### src/rtl/updn_timer_pkg.sv
package updn_timer_pkg;

  // control byte layout
  localparam int CTRL_W     = 8;
  localparam int RUN_BIT    = 6;
  localparam int RELOAD_BIT = 3;
  localparam int CLEAR_BIT  = 2;
  localparam logic [CTRL_W-1:0] RUN_MASK  = CTRL_W'(1) << RUN_BIT;
  localparam logic [CTRL_W-1:0] IMPL_MASK = (CTRL_W'(1) << RUN_BIT)
                                          | (CTRL_W'(1) << RELOAD_BIT)
                                          | (CTRL_W'(1) << CLEAR_BIT);

  // register addresses
  localparam int ADDR_CTRL = 0;
  localparam int ADDR_MODE = 1;
  localparam int ADDR_CMP  = 2;
  localparam int ADDR_CNT  = 3;

  typedef enum logic [1:0] {
    MODE_GP  = 2'd0,
    MODE_UDA = 2'd1,
    MODE_UDB = 2'd2
  } tmode_e;

  function automatic tmode_e decode_mode(input logic sel_ud, input logic sel_b);
    if (!sel_ud)     return MODE_GP;
    else if (!sel_b) return MODE_UDA;
    else             return MODE_UDB;
  endfunction

  // apply write protection: while running only the run bit may move
  function automatic logic [CTRL_W-1:0] guard_ctrl(input logic [CTRL_W-1:0] old_v,
                                                   input logic [CTRL_W-1:0] cand,
                                                   input logic running);
    logic [CTRL_W-1:0] c;
    c = cand & IMPL_MASK;
    if (running) return (old_v & ~RUN_MASK) | (c & RUN_MASK);
    return c;
  endfunction

  function automatic logic [CTRL_W-1:0] with_bit(input logic [CTRL_W-1:0] old_v,
                                                 input logic [2:0] idx,
                                                 input logic val);
    logic [CTRL_W-1:0] r;
    r = old_v;
    r[idx] = val;
    return r;
  endfunction

endpackage

### src/rtl/updn_timer_regs.sv
module updn_timer_regs
  import updn_timer_pkg::*;
#(
  parameter int CNT_W  = 16,
  parameter int ADDR_W = 2
) (
  input  logic              clk,
  input  logic              rst_n,
  input  logic              wr_en,
  input  logic [ADDR_W-1:0] wr_addr,
  input  logic [CNT_W-1:0]  wr_data,
  input  logic              bit_we,
  input  logic [2:0]        bit_sel,
  input  logic              bit_val,
  output logic [CTRL_W-1:0] ctrl_q,
  output logic              sel_ud_q,
  output logic              sel_b_q,
  output logic [CNT_W-1:0]  cmp_q
);

  logic              running;
  logic              wr_ctrl, wr_mode, wr_cmp;
  logic [CTRL_W-1:0] ctrl_cand;
  logic [CTRL_W-1:0] ctrl_nxt;
  logic              ctrl_upd;

  assign running = ctrl_q[RUN_BIT];
  assign wr_ctrl = wr_en && (wr_addr == ADDR_W'(ADDR_CTRL));
  assign wr_mode = wr_en && (wr_addr == ADDR_W'(ADDR_MODE));
  assign wr_cmp  = wr_en && (wr_addr == ADDR_W'(ADDR_CMP));

  // byte write wins over a bit write in the same cycle
  always_comb begin
    ctrl_cand = ctrl_q;
    ctrl_upd  = 1'b0;
    if (wr_ctrl) begin
      ctrl_cand = wr_data[CTRL_W-1:0];
      ctrl_upd  = 1'b1;
    end else if (bit_we) begin
      ctrl_cand = with_bit(ctrl_q, bit_sel, bit_val);
      ctrl_upd  = 1'b1;
    end
    ctrl_nxt = guard_ctrl(ctrl_q, ctrl_cand, running);
  end

  always_ff @(posedge clk or negedge rst_n) begin
    if (!rst_n) begin
      ctrl_q <= '0;
    end else if (ctrl_upd) begin
      ctrl_q <= ctrl_nxt;
    end
  end

  // mode field frozen while running
  always_ff @(posedge clk or negedge rst_n) begin
    if (!rst_n) begin
      sel_ud_q <= 1'b0;
      sel_b_q  <= 1'b0;
    end else if (wr_mode && !running) begin
      sel_ud_q <= wr_data[0];
      sel_b_q  <= wr_data[1];
    end
  end

  always_ff @(posedge clk or negedge rst_n) begin
    if (!rst_n) begin
      cmp_q <= '0;
    end else if (wr_cmp) begin
      cmp_q <= wr_data;
    end
  end

endmodule

### src/rtl/updn_timer_core.sv
module updn_timer_core
  import updn_timer_pkg::*;
#(
  parameter int CNT_W = 16
) (
  input  logic             clk,
  input  logic             rst_n,
  input  logic             run,
  input  logic             clk_en,
  input  logic             dir_up,
  input  tmode_e           mode,
  input  logic             reload_en,
  input  logic             clear_en,
  input  logic [CNT_W-1:0] cmp,
  output logic [CNT_W-1:0] count,
  output logic             match_o,
  output logic             uf_o,
  output logic             tick,
  output logic             hit,
  output logic             under,
  output logic             reload_fire,
  output logic             clear_fire
);

  localparam logic [CNT_W-1:0] CNT_ZERO = '0;
  localparam logic [CNT_W-1:0] CNT_ONE  = CNT_W'(1);
  localparam logic [CNT_W-1:0] CNT_TOP  = '1;

  // arithmetic of one count step, given that a step happens
  function automatic logic [CNT_W-1:0] step_count(input tmode_e m,
                                                  input logic [CNT_W-1:0] c,
                                                  input logic [CNT_W-1:0] cv,
                                                  input logic up,
                                                  input logic rl,
                                                  input logic cl);
    if (m == MODE_GP) begin
      if (cl && (c == cv)) return CNT_ZERO;
      return c + CNT_ONE;
    end
    if (up) return c + CNT_ONE;
    if (c == CNT_ZERO) begin
      if ((m == MODE_UDA) && rl) return cv;
      return CNT_TOP;
    end
    return c - CNT_ONE;
  endfunction

  logic [CNT_W-1:0] count_nxt;

  assign tick        = run && clk_en;
  assign hit         = tick && (count == cmp);
  assign under       = tick && (mode != MODE_GP) && !dir_up && (count == CNT_ZERO);
  assign reload_fire = under && (mode == MODE_UDA) && reload_en;
  assign clear_fire  = hit && (mode == MODE_GP) && clear_en;

  assign count_nxt = step_count(mode, count, cmp, dir_up, reload_en, clear_en);

  always_ff @(posedge clk or negedge rst_n) begin
    if (!rst_n) begin
      count <= '0;
    end else if (tick) begin
      count <= count_nxt;
    end
  end

  always_ff @(posedge clk or negedge rst_n) begin
    if (!rst_n) begin
      match_o <= 1'b0;
      uf_o    <= 1'b0;
    end else begin
      match_o <= hit;
      uf_o    <= under;
    end
  end

endmodule

### src/rtl/updn_timer.sv
module updn_timer
  import updn_timer_pkg::*;
#(
  parameter int CNT_W  = 16,
  parameter int ADDR_W = 2
) (
  input  logic              clk,
  input  logic              rst_n,
  input  logic              wr_en,
  input  logic [ADDR_W-1:0] wr_addr,
  input  logic [CNT_W-1:0]  wr_data,
  input  logic              bit_we,
  input  logic [2:0]        bit_sel,
  input  logic              bit_val,
  input  logic [ADDR_W-1:0] rd_addr,
  output logic [CNT_W-1:0]  rd_data,
  input  logic              clk_en,
  input  logic              dir_up,
  output logic              match_o,
  output logic              uf_o
);

  logic [CTRL_W-1:0] ctrl_w;
  logic              sel_ud_w, sel_b_w;
  logic [CNT_W-1:0]  cmp_w;
  logic [CNT_W-1:0]  count_w;
  tmode_e            mode_w;
  logic              run_w, reload_en_w, clear_en_w;

  // named internal events for the checker
  logic tick_w, hit_w, under_w, reload_w, clear_w;

  updn_timer_regs #(.CNT_W(CNT_W), .ADDR_W(ADDR_W)) u_regs (
    .clk      (clk),
    .rst_n    (rst_n),
    .wr_en    (wr_en),
    .wr_addr  (wr_addr),
    .wr_data  (wr_data),
    .bit_we   (bit_we),
    .bit_sel  (bit_sel),
    .bit_val  (bit_val),
    .ctrl_q   (ctrl_w),
    .sel_ud_q (sel_ud_w),
    .sel_b_q  (sel_b_w),
    .cmp_q    (cmp_w)
  );

  assign mode_w      = decode_mode(sel_ud_w, sel_b_w);
  assign run_w       = ctrl_w[RUN_BIT];
  assign reload_en_w = ctrl_w[RELOAD_BIT];
  assign clear_en_w  = ctrl_w[CLEAR_BIT];

  updn_timer_core #(.CNT_W(CNT_W)) u_core (
    .clk         (clk),
    .rst_n       (rst_n),
    .run         (run_w),
    .clk_en      (clk_en),
    .dir_up      (dir_up),
    .mode        (mode_w),
    .reload_en   (reload_en_w),
    .clear_en    (clear_en_w),
    .cmp         (cmp_w),
    .count       (count_w),
    .match_o     (match_o),
    .uf_o        (uf_o),
    .tick        (tick_w),
    .hit         (hit_w),
    .under       (under_w),
    .reload_fire (reload_w),
    .clear_fire  (clear_w)
  );

  always_comb begin
    case (rd_addr)
      ADDR_W'(ADDR_CTRL): rd_data = CNT_W'(ctrl_w);
      ADDR_W'(ADDR_MODE): rd_data = CNT_W'({sel_b_w, sel_ud_w});
      ADDR_W'(ADDR_CMP):  rd_data = cmp_w;
      default:            rd_data = count_w;
    endcase
  end

endmodule

### config.mk
export PLATFORM = sky130hd
export DESIGN_NAME = updn_timer
export DESIGN_NICKNAME = d
export VERILOG_FILES = /design/src/rtl/updn_timer_pkg.sv /design/src/rtl/updn_timer_regs.sv /design/src/rtl/updn_timer_core.sv /design/src/rtl/updn_timer.sv
export SDC_FILE = /design/constraint.sdc
export NUM_CORES = 1
export LEC_CHECK = 0
export ABC_AREA = 1
export BUFFER_PORTS_ARGS = -buffer_cell sky130_fd_sc_hd__buf_2
export CORE_MARGIN = 8
export CORE_UTILIZATION = 50
export DETAILED_ROUTE_END_ITERATION = 12
export PLACE_DENSITY = 0.71
export SYNTH_ARGS = -nofsm -noshare
export SYNTH_HDL_FRONTEND = slang
export SYNTH_SLANG_ARGS = --single-unit
### constraint.sdc
create_clock -name clk -period 2.42 [get_ports clk]
set_input_delay 0.242 -clock clk [delete_from_list [all_inputs] [get_ports clk]]
set_output_delay 0.242 -clock clk [all_outputs]
set_load 0.05 [all_outputs]
==> results of run 1 <==
-- metrics by stage --
stage / cell area [um2] / setup slack [ns] / std cells / total power (uW)
floorplan: 3530 / 0.551 / 600 / 2770
global placement: 3830 / 0.334 / 731 / 3370
detailed placement: 3830 / 0.337 / 731 / 3390
CTS: 3920 / 0.302 / 738 / 3850
global route: 3920 / 0.0920 / 738 / 4200
finish: 3920 / 0.273 / 738 / 3890
-- layout make-up --
| class | count | share of cell area, % |
|---|---|---|
| Clock buffer | 5 | 1.76 |
| Clock inverter | 2 | 0.351 |
| Inverter | 72 | 6.90 |
| Multi-Input combinational cell | 464 | 54.5 |
| Sequential cell | 39 | 24.9 |
| Tap cell | 96 | 3.07 |
| Timing Repair Buffer | 60 | 8.50 |
-- cells by family (layout without fill, tap and decap cells) --
| family | count (synthesis) | count (layout) |
|---|---|---|
| AOI/OAI and AO/OA | 62 | 62 |
| muxes | 1 | 1 |
| DFF | 39 | 39 |
| and+or+nand+nor | 389 | 389 |
| xor gates and xnor gates | 9 | 9 |
| buffers and inverters | 97 | 139 |
| adders and majority gates | 3 | 3 |
-- power groups by stage --
stage               combinational (uW)  sequential, uW  clock (uW)
floorplan                         1810             966           0
global placement                  2240            1140           0
detailed placement                2260            1130           0
CTS                               2260            1130         455
global route                      2570            1160         471
finish                            2310            1140         444
-- per-layer routing --
metal,track usage [%],vias to the layer above,wire length [um]
met2,36.0,208,5030
met4,7.91,0,231
met3,5.12,18,1080
met5,0,-,0
li1,-,1985,-
met1,32.6,1779,5320
-- critical path: stages, from the launching register on --
cell	delay, ns
dfrtp_1	0.48
inv_2	0.17
ha_1	0.26
nand2_1	0.09
nor2_2	0.16
nand3_2	0.29
o21ai_0	0.27
inv_1	0.07
nand2_1	0.07
nand2_1	0.05
nand2_1	0.05
nand2_1	0.05
nand2_1	0.07
-- sequential cells by signal (all words and copies together) (netlist names) --
name and count:
u_regs.ctrl_q 3, u_core.count 16, u_core.uf_o 1, u_core.match_o 1
u_regs.sel_b_q 1, u_regs.sel_ud_q 1, u_regs.cmp_q 16
-- Yosys cell counts (3+ instances only) --
cell type / instances
buf_2: 9
inv_2: 7
o22ai_1: 11
nand3_2: 4
ha_1: 3
buf_6: 4
inv_1: 64
o21ai_0: 23
nor2_2: 14
dfrtp_1: 39
buf_4: 4
a21oi_1: 17
nand3_1: 61
o221ai_1: 5
clkbuf_1: 6
nor3_1: 6
xor2_1: 9
nor2_1: 64
nand2_1: 222
nand4_1: 13
-- worst max-delay path by stage --
stage | start | endpoint | cells after the start
2_1_floorplan | u_core.count[8]$_DFFE_PN0P_ | rd_data[8] | 3
3_3_place_gp | u_core.count[0]$_DFFE_PN0P_ | u_core.count[8]$_DFFE_PN0P_ | 13
3_5_place_dp | u_core.count[0]$_DFFE_PN0P_ | u_core.count[9]$_DFFE_PN0P_ | 12
4_1_cts | u_core.count[0]$_DFFE_PN0P_ | u_core.count[9]$_DFFE_PN0P_ | 12
5_1_grt | u_core.count[0]$_DFFE_PN0P_ | u_core.count[9]$_DFFE_PN0P_ | 12
6_report | u_core.count[0]$_DFFE_PN0P_ | u_core.count[9]$_DFFE_PN0P_ | 12
==> run metrics, run 1 <==
Port Buffers=47; CTS buffer count=5; peak fanout along the critical path=11; P_leak=0.00214 uW; gpl congestion=0.997; drt pass-1 iters=6; sequential-to-total area share from yosys stat=27.6%; Pint=1750 uW; Comb pwr share=59.4%; Final Max Slew Viols=0; Syn-to-layout area delta=10.9%; fin crit period=2.15 ns; pin count of the biggest net entering global routing=40; outcome=finished clean; setup TNS=0 ns; Die W=100 um; Hold-fix buffers, CTS=0; syn nets=633; dpl hpwl=9150 um; DRC violation total after the first TritonRoute iteration=380; Bufs on Longest Clock Path=2; # fillers=734; post-layout util=57.3%; yosys warns=0; worst skew pair latency=~0.30 ns; GR Overflow Total=0; initial antenna violation count=0; compound-gate portion of the synthesized area=10.0%; root buf cell=clkbuf_8; vias in the first global route=about 3800; wire per inst=15.8 um; critical path type=reg2reg; drt total wl=11700 um; Die ar.=between 10000 and 15000 um2; I/O Pins=48; n_diodes=0; Setup crit end kind=register; mux share of post-synthesis cell area=0.319%; Seq pwr share=29.2%; Hold WC Path Type=in2async; final setup vio count=0; headroom to the max-slew limit=approximately 40%; Worst Reg2Reg Path Length in Cells=12; final hold slack=0.0608 ns; Post-synth EDFFs=0; area of the multi-input gates=2140 um2; WP data required=2.65 ns; Worst-path clk slew=0.09 ns; Switching Fraction=55.0%; die height=100 um; sw power=around 2100 uW; Reg area=approximately 980 um2; Placeable Area=6830 um2; FP Rows=30; leading cell type in the layout, fill and taps excluded=nand2_1; Worst Path Arrival=2.38 ns; final-stage net count=675; CTS tree=done; H-tree depth=2; cell taking the most area after synthesis=dfrtp_1; reg2reg setup slack=~0.27 ns; power density over the cells=roughly 990 nW/um2; post_cts resized=0; largest family of logic cells by synthesized area=simple AND/OR/NAND/NOR gates; Seq cells post-synth=39; Via density=5.41; Synth Area in Adders=1.06%; capturing point of the worst reg2reg path=u_core.count[9]$_DFFE_PN0P_; share of the synthesized area in the top cell type=between 20% and 30%; clock power share=a little under an eighth; syn_area_per_cell=5.89 um2; Area contributors post-synth=dfrtp_1, nand2_1, nand3_1; dominant synthesized flop cell=dfrtp_1; global-route usage over all layers=between 20% and 30%; MaxCap Viol Count=0; Worst VDD drop=0.443 mV; # DRC=0; clock skew=0.0132 ns; antenna-violating nets left=0; most frequent cells in the layout=nand2_1, inv_1, nor2_1, nand3_1, buf_2; layout cell share with drive strength beyond 1=between 10% and 20%; total setup buffers inserted after CTS=0; Cell variety after synth=32; Final Hold Fails=0; unrepaired setup endpoints after global routing=false; worst-margin pin slew=0.888 ns; post-synthesis simple-gate area fraction=46.8%; period utilization=88.7%; crit start category=register; Mapped Cells=600; Synth Area in XOR/XNOR=2.23%; Synth async-reset ratio=100%; synthesized cell area=around 3500 um2; first-pass GRT wire length=19200 um; fmax=466 MHz; CTS Sinks=39; reg2reg start=u_core.count[0]$_DFFE_PN0P_; Starting Density=between 50% and 60%; Vias=~4000
(Power assumes the default switching activity.)
==> run 2: changes to the inputs <==
--- a/config.mk
+++ b/config.mk
@@ -5,12 +5,14 @@
 export SDC_FILE = /design/constraint.sdc
 export NUM_CORES = 1
 export LEC_CHECK = 0
-export ABC_AREA = 1
+export ABC_AREA = 0
 export BUFFER_PORTS_ARGS = -buffer_cell sky130_fd_sc_hd__buf_2
 export CORE_MARGIN = 8
 export CORE_UTILIZATION = 50
+export CTS_CLUSTER_SIZE = 8
 export DETAILED_ROUTE_END_ITERATION = 12
-export PLACE_DENSITY = 0.71
+export GPL_TIMING_DRIVEN = 0
+export PLACE_DENSITY = 0.72
 export SYNTH_ARGS = -nofsm -noshare
 export SYNTH_HDL_FRONTEND = slang
 export SYNTH_SLANG_ARGS = --single-unit
==> run 2 against run 1 <==
Compared with the run above: clock skew rose by 0.00097 ns; via count fell by 26%; final area fell by 10%; routed wire length fell by 22%; total power fell by 30%; cell count fell by 36%; area after synthesis fell by 13%; sequential share of layout area rose by 2.8 points; largest power group unchanged; synthesized cell count fell by 44%; fmax fell by 6.7%.
==> run metrics, run 2 <==
root buf cell=clkbuf_8 (unchanged); layout cell share with drive strength beyond 1=27.4% (was 15.3%); total power=2730 uW (was 3890 uW); Vias=2942 (was 3990); Placeable Area=5960 um2 (was 6830 um2); worst skew pair latency=0.30 ns (about the same); dominant synthesized flop cell=dfrtp_1 (unchanged); Worst Path Arrival=2.47 ns (was 2.38 ns); Via density=6.27 (was 5.41); H-tree depth=2 (unchanged); drt pass-1 iters=5 (was 6); peak fanout along the critical path=8 (was 11); most frequent cells in the layout=buf_2, dfrtp_1, nand2_1, mux2_2 (was nand2_1, inv_1, nor2_1, nand3_1, buf_2); Final Max Slew Viols=0 (unchanged); antenna-violating nets left=0 (unchanged); worst-margin pin slew=0.917 ns (was 0.888 ns); Synth async-reset ratio=100% (unchanged); headroom to the max-slew limit=38.9% (was 40.8%); DRC violation total after the first TritonRoute iteration=307 (was 380); global-route usage over all layers=20.9% (was 23.8%); Post-DP Area=3400 um2 (was 3830 um2); cell taking the most area after synthesis=dfrtp_1 (unchanged); Bufs on Longest Clock Path=2 (unchanged); P_leak=0.00149 uW (was 0.00214 uW); # DRC=0 (unchanged); n_diodes=0 (unchanged); Die ar.=8930 um2 (was 10000 um2); MaxCap Viol Count=0 (unchanged); dpl hpwl=6830 um (was 9150 um); share of the synthesized area in the top cell type=31.7% (was 27.6%); period utilization=95.1% (was 88.7%); synthesized cell area=3080 um2 (was 3530 um2); I/O Pins=48 (unchanged); WP data required=2.59 ns (was 2.65 ns); reg2reg start=u_core.count[0]$_DFFE_PN0P_ (unchanged); crit start category=register (unchanged); syn_area_per_cell=9.09 um2 (was 5.89 um2); Area contributors post-synth=dfrtp_1, mux2_2, xnor2_1 (was dfrtp_1, nand2_1, nand3_1); CTS buffer count=5 (unchanged); Worst VDD drop=0.529 mV (was 0.443 mV); GR Overflow Total=0 (unchanged); die height=94.5 um (was 100 um); power density over the cells=776 nW/um2 (was 993 nW/um2); wire per inst=19.4 um (was 15.8 um); pin count of the biggest net entering global routing=40 (unchanged); unrepaired setup endpoints after global routing=false (unchanged); fin crit period=2.30 ns (was 2.15 ns); post-route cell area=3520 um2 (was 3920 um2); outcome=finished clean (unchanged); yosys warns=0 (unchanged); first-pass GRT wire length=14600 um (was 19200 um); commonest cells in the netlist=dfrtp_1, nand2_1, mux2_2 (was nand2_1, inv_1, nor2_1); Worst Reg2Reg Path Length in Cells=10 (was 12); clock skew=0.0142 ns (was 0.0132 ns); final-stage net count=426 (was 675); Post-synth EDFFs=0 (unchanged); Port Buffers=45 (was 47); CTS tree=done (unchanged); top-count cell post-synth=dfrtp_1 (was nand2_1); final hold slack=0.0637 ns (was 0.0608 ns); CTS Sinks=39 (unchanged); initial antenna violation count=0 (unchanged); vias in the first global route=2859 (was 3798); Syn-to-layout area delta=14.3% (was 10.9%); final setup vio count=0 (unchanged); FP Rows=28 (was 30); setup TNS=0 ns (unchanged); Starting Density=51.7% (about the same); Cell variety after synth=54 (was 32); gpl congestion=0.964 (was 0.997); Worst-path clk slew=0.09 ns (about the same); leading cell type in the layout, fill and taps excluded=buf_2 (was nand2_1); fmax=434 MHz (was 466 MHz); capturing point of the worst reg2reg path=u_core.count[12]$_DFFE_PN0P_ (was u_core.count[9]$_DFFE_PN0P_); Hold WC Path Type=in2async (unchanged); critical path type=reg2reg (unchanged); sequential-to-total area share from yosys stat=31.7% (was 27.6%); drt total wl=9080 um (was 11700 um); Seq cells post-synth=39 (unchanged); Hold-fix buffers, CTS=0 (unchanged); Setup crit end kind=register (unchanged); reg2reg setup slack=0.12 ns (was 0.27 ns); Largest regs=u_core.count (16), u_regs.cmp_q (16), u_regs.ctrl_q (3) (unchanged); Mapped Cells=339 (was 600); syn nets=372 (was 633); Final Hold Fails=0 (unchanged); Die W=94.5 um (was 100 um)
[run 2: metrics by stage]
step	utilization (%)	std cells	setup WS, ns
after global placement	57.1	459	-0.0253
after floorplan	-	339	0.319
after global routing	59.1	469	0.0280
final	59.1	469	0.118
after detailed placement	57.1	459	0.0178
after CTS	58.5	467	0.0329
[run 2: cell type report]
cell class	instances	area [um2]
buffer	27	154
clock buffer	7	76.3
clock inverter	1	5.00
fill	561	2430
inverter	4	15.0
multi-input combinational	269	1960
sequential	39	976
tap	75	93.8
timing repair buffer	47	240
[run 2: critical path: stages, from the launching register on]
cell	delay, ns
dfrtp_1	0.39
buf_2	0.17
inv_1	0.09
ha_1	0.21
nor2b_4	0.21
nand3_2	0.11
or2_0	0.22
buf_2	0.19
o31ai_2	0.22
a21oi_1	0.07
a211o_1	0.29
[run 2: how the worst max path moves through the flow]
| stage | from | endpoint | slack [ns] | cells past startpoint |
|---|---|---|---|---|
| floorplan | rd_addr[0] | rd_data[10] | 0.32 | 4 |
| finish | u_core.count[0]$_DFFE_PN0P_ | u_core.count[12]$_DFFE_PN0P_ | 0.12 | 10 |
| global placement | u_core.count[8]$_DFFE_PN0P_ | u_core.count[12]$_DFFE_PN0P_ | -0.03 | 7 |
| global route | u_core.count[0]$_DFFE_PN0P_ | u_core.count[12]$_DFFE_PN0P_ | 0.03 | 10 |
| detailed placement | u_core.count[8]$_DFFE_PN0P_ | u_core.count[12]$_DFFE_PN0P_ | 0.02 | 7 |
| CTS | u_core.count[0]$_DFFE_PN0P_ | u_core.count[7]$_DFFE_PN0P_ | 0.03 | 10 |
[run 2: per-layer routing]
metal / routed length (um) / vias to the layer above / GRT usage, %
met2: 4210 / 173 / 32.9
met5: 0 / - / 0
met4: 238 / 0 / 7.41
met1: 3820 / 1385 / 27.6
met3: 816 / 27 / 4.52
li1: - / 1357 / -
[run 2: what timing repair did]
action | CTS | global route
hold endpoints to repair | 0 | 0
buffers inserted | 0 | 2
pin swaps | 1 | 1
resized for setup | 0 | 5
setup endpoints to repair | 1 | 13
[run 2: logic make-up (layout without fill, tap and decap cells)]
group / count (synthesis) / in the layout / share of synthesized area, %
buffers and inverters: 31 / 86 / 5.48
DFF: 39 / 39 / 31.7
muxes: 37 / 37 / 13.0
xor gates and xnor gates: 25 / 25 / 7.11
and+or+nand+nor: 134 / 134 / 25.2
AOI/OAI and AO/OA: 70 / 70 / 16.4
adders and majority gates: 3 / 3 / 1.22
[run 2: power by group]
part	switching [uW]	internal, uW	total (uW)
Clock	242	203	445
Sequential	146	788	934
Combinational	836	520	1360
Total	1220	1510	2730
==> run 3: changes to the inputs <==
--- a/config.mk
+++ b/config.mk
@@ -5,14 +5,14 @@
 export SDC_FILE = /design/constraint.sdc
 export NUM_CORES = 1
 export LEC_CHECK = 0
-export ABC_AREA = 0
+export ABC_AREA = 1
 export BUFFER_PORTS_ARGS = -buffer_cell sky130_fd_sc_hd__buf_2
 export CORE_MARGIN = 8
 export CORE_UTILIZATION = 50
 export CTS_CLUSTER_SIZE = 8
 export DETAILED_ROUTE_END_ITERATION = 12
 export GPL_TIMING_DRIVEN = 0
-export PLACE_DENSITY = 0.72
+export PLACE_DENSITY = 0.71
 export SYNTH_ARGS = -nofsm -noshare
 export SYNTH_HDL_FRONTEND = slang
 export SYNTH_SLANG_ARGS = --single-unit
==> run 3 against run 2 <==
Compared with the run above: fmax up 4.8%; total power rose by 47%; via count increased by 37%; critical path depth grew 3; critical path type unchanged; clock power grew 32%; clock skew shrank 0.0036 ns; highest routed layer unchanged; sequential power grew 10%; routed wire length up 28%; cell count grew 60%; sequential share of layout area fell by 3.3 points; flip-flop and latch count unchanged.
==> run metrics, run 3 (synthesis gave the netlist of run 1 again) <==
critical path type=reg2reg (unchanged); P_leak=0.00218 uW (was 0.00149 uW); area of the multi-input gates=2140 um2 (was 1960 um2); antenna-violating nets left=0 (unchanged); leading cell type in the layout, fill and taps excluded=nand2_1 (was buf_2); final-stage net count=686 (was 426); total setup buffers inserted after CTS=0 (unchanged); Vias=4037 (was 2942); initial antenna violation count=0 (unchanged); unrepaired setup endpoints after global routing=false (unchanged); # fillers=759 (was 561); pin count of the biggest net entering global routing=40 (unchanged); worst-margin pin slew=0.895 ns (was 0.917 ns); Die ar.=10000 um2 (was 8930 um2); Largest regs=u_core.count (16), u_regs.cmp_q (16), u_regs.ctrl_q (3) (unchanged); root buf cell=clkbuf_8 (unchanged); Placeable Area=6830 um2 (was 5960 um2); global-route usage over all layers=24.0% (was 20.9%); drt total wl=11600 um (was 9080 um); clock skew=0.0105 ns (was 0.0142 ns); Hold WC Path Type=in2async (unchanged); layout cell share with drive strength beyond 1=15.7% (was 27.4%); I/O Pins=48 (unchanged); MaxCap Viol Count=0 (unchanged); n_diodes=0 (unchanged); wire per inst=15.5 um (was 19.4 um); fmax=455 MHz (was 434 MHz); Setup crit end kind=register (unchanged); Finished Layout Cells=750 (was 469); CTS buffer count=5 (unchanged); drt pass-1 iters=7 (was 5); fin crit period=2.20 ns (was 2.30 ns); # DRC=0 (unchanged); setup TNS=0 ns (unchanged); H-tree depth=2 (unchanged); power density over the cells=1000 nW/um2 (was 776 nW/um2); Final Max Slew Viols=0 (unchanged); vias in the first global route=3807 (was 2859); GR Overflow Total=0 (unchanged); dpl hpwl=9240 um (was 6830 um); Final Hold Fails=0 (unchanged); Die W=100 um (was 94.5 um); Bufs on Longest Clock Path=2 (unchanged); worst skew pair latency=0.30 ns (about the same); Worst-path clk slew=0.09 ns (about the same); crit start category=register (unchanged); CTS Sinks=39 (unchanged); Via density=5.38 (was 6.27); WP data required=2.62 ns (was 2.59 ns); Worst Path Arrival=2.40 ns (was 2.47 ns); first-pass GRT wire length=19400 um (was 14600 um); Reg area=976 um2 (unchanged); FP Rows=30 (was 28); outcome=finished clean (unchanged); Worst VDD drop=0.407 mV (was 0.529 mV); final setup vio count=0 (unchanged); peak fanout along the critical path=8 (unchanged); Hold-fix buffers, CTS=0 (unchanged); Syn-to-layout area delta=13.3% (was 14.3%); period utilization=90.7% (was 95.1%); Port Buffers=46 (was 45); most frequent cells in the layout=nand2_1, inv_1, nor2_1, nand3_1, buf_2 (was buf_2, dfrtp_1, nand2_1, mux2_2); headroom to the max-slew limit=40.3% (was 38.9%); CTS tree=done (unchanged); # placed instances=742 (was 459); Starting Density=51.7% (about the same); die height=100 um (was 94.5 um); DRC violation total after the first TritonRoute iteration=275 (was 307); gpl congestion=0.959 (was 0.964)
-- run 3: final cells by class --
type | count | share of cell area (%)
multi-input cells | 464 | 53.4
flip-flops and latches | 39 | 24.4
inverters | 72 | 6.75
repair buffers | 46 | 5.75
plain buffers | 25 | 3.75
well taps | 96 | 3.00
clock buffers | 6 | 2.06
clock inverters | 2 | 0.875
-- run 3: final timing paths --
kind                       cells past startpoint                   startpoint                           end  slack [ns]
hold / removal                                 1                        rst_n  u_core.count[11]$_DFFE_PN0P_        0.06
hold reg to reg                                2  u_regs.cmp_q[3]$_DFFE_PN0P_   u_regs.cmp_q[3]$_DFFE_PN0P_        0.56
setup / recovery                              13  u_core.count[0]$_DFFE_PN0P_   u_core.count[8]$_DFFE_PN0P_        0.22
setup reg to reg                              13  u_core.count[0]$_DFFE_PN0P_   u_core.count[8]$_DFFE_PN0P_        0.22
max in group asynchronous                      1                        rst_n   u_regs.cmp_q[6]$_DFFE_PN0P_        1.79
min in group clk                               3                  wr_data[13]  u_regs.cmp_q[13]$_DFFE_PN0P_        0.19
-- run 3: timing repair --
item | in CTS | in global routing
setup endpoints to repair | 0 | 1
gates resized for setup | 0 | 1
endpoints found under the hold margin | 0 | 0
-- run 3: metal layers --
layer / global-route usage [%] / up-vias / wire length, um
li1: - / 2019 / -
met4: 5.35 / 0 / 190
met2: 37.7 / 163 / 5140
met5: 0 / - / 0
met3: 3.94 / 16 / 872
met1: 33.4 / 1839 / 5430
-- run 3: metrics by stage --
step                hold WS [ns]  setup slack, ns  instance area [um2]  util, %  total power, uW
global placement           0.408            0.208                 3880     56.8             3370
CTS                       0.0960            0.237                 4000     58.6             3980
global route               0.129           0.0773                 4000     58.6             4350
detailed placement         0.415            0.260                 3880     56.8             3390
finish                    0.0594            0.224                 4000     58.6             4010
floorplan                -0.0536            0.551                 3530        -             2770
-- run 3: where the power goes --
part | total (uW) | leakage [uW] | internal, uW | switching [uW]
Sequential | 1030 | 0.000468 | 828 | 200
Clock | 589 | 0.0000612 | 334 | 255
Combinational | 2390 | 0.00165 | 735 | 1660
-- run 3: critical path, stage by stage (launching register included) --
cell and delay, ns:
dfrtp_1 0.46, inv_2 0.17, ha_1 0.31, inv_1 0.06, nor2_1 0.10, nand3_1 0.10, nor2_2 0.21, nand2_1 0.18
inv_1 0.12, nand2_1 0.05, nand3_1 0.11, nand3_1 0.07, nor2_1 0.11, nor2_1 0.04
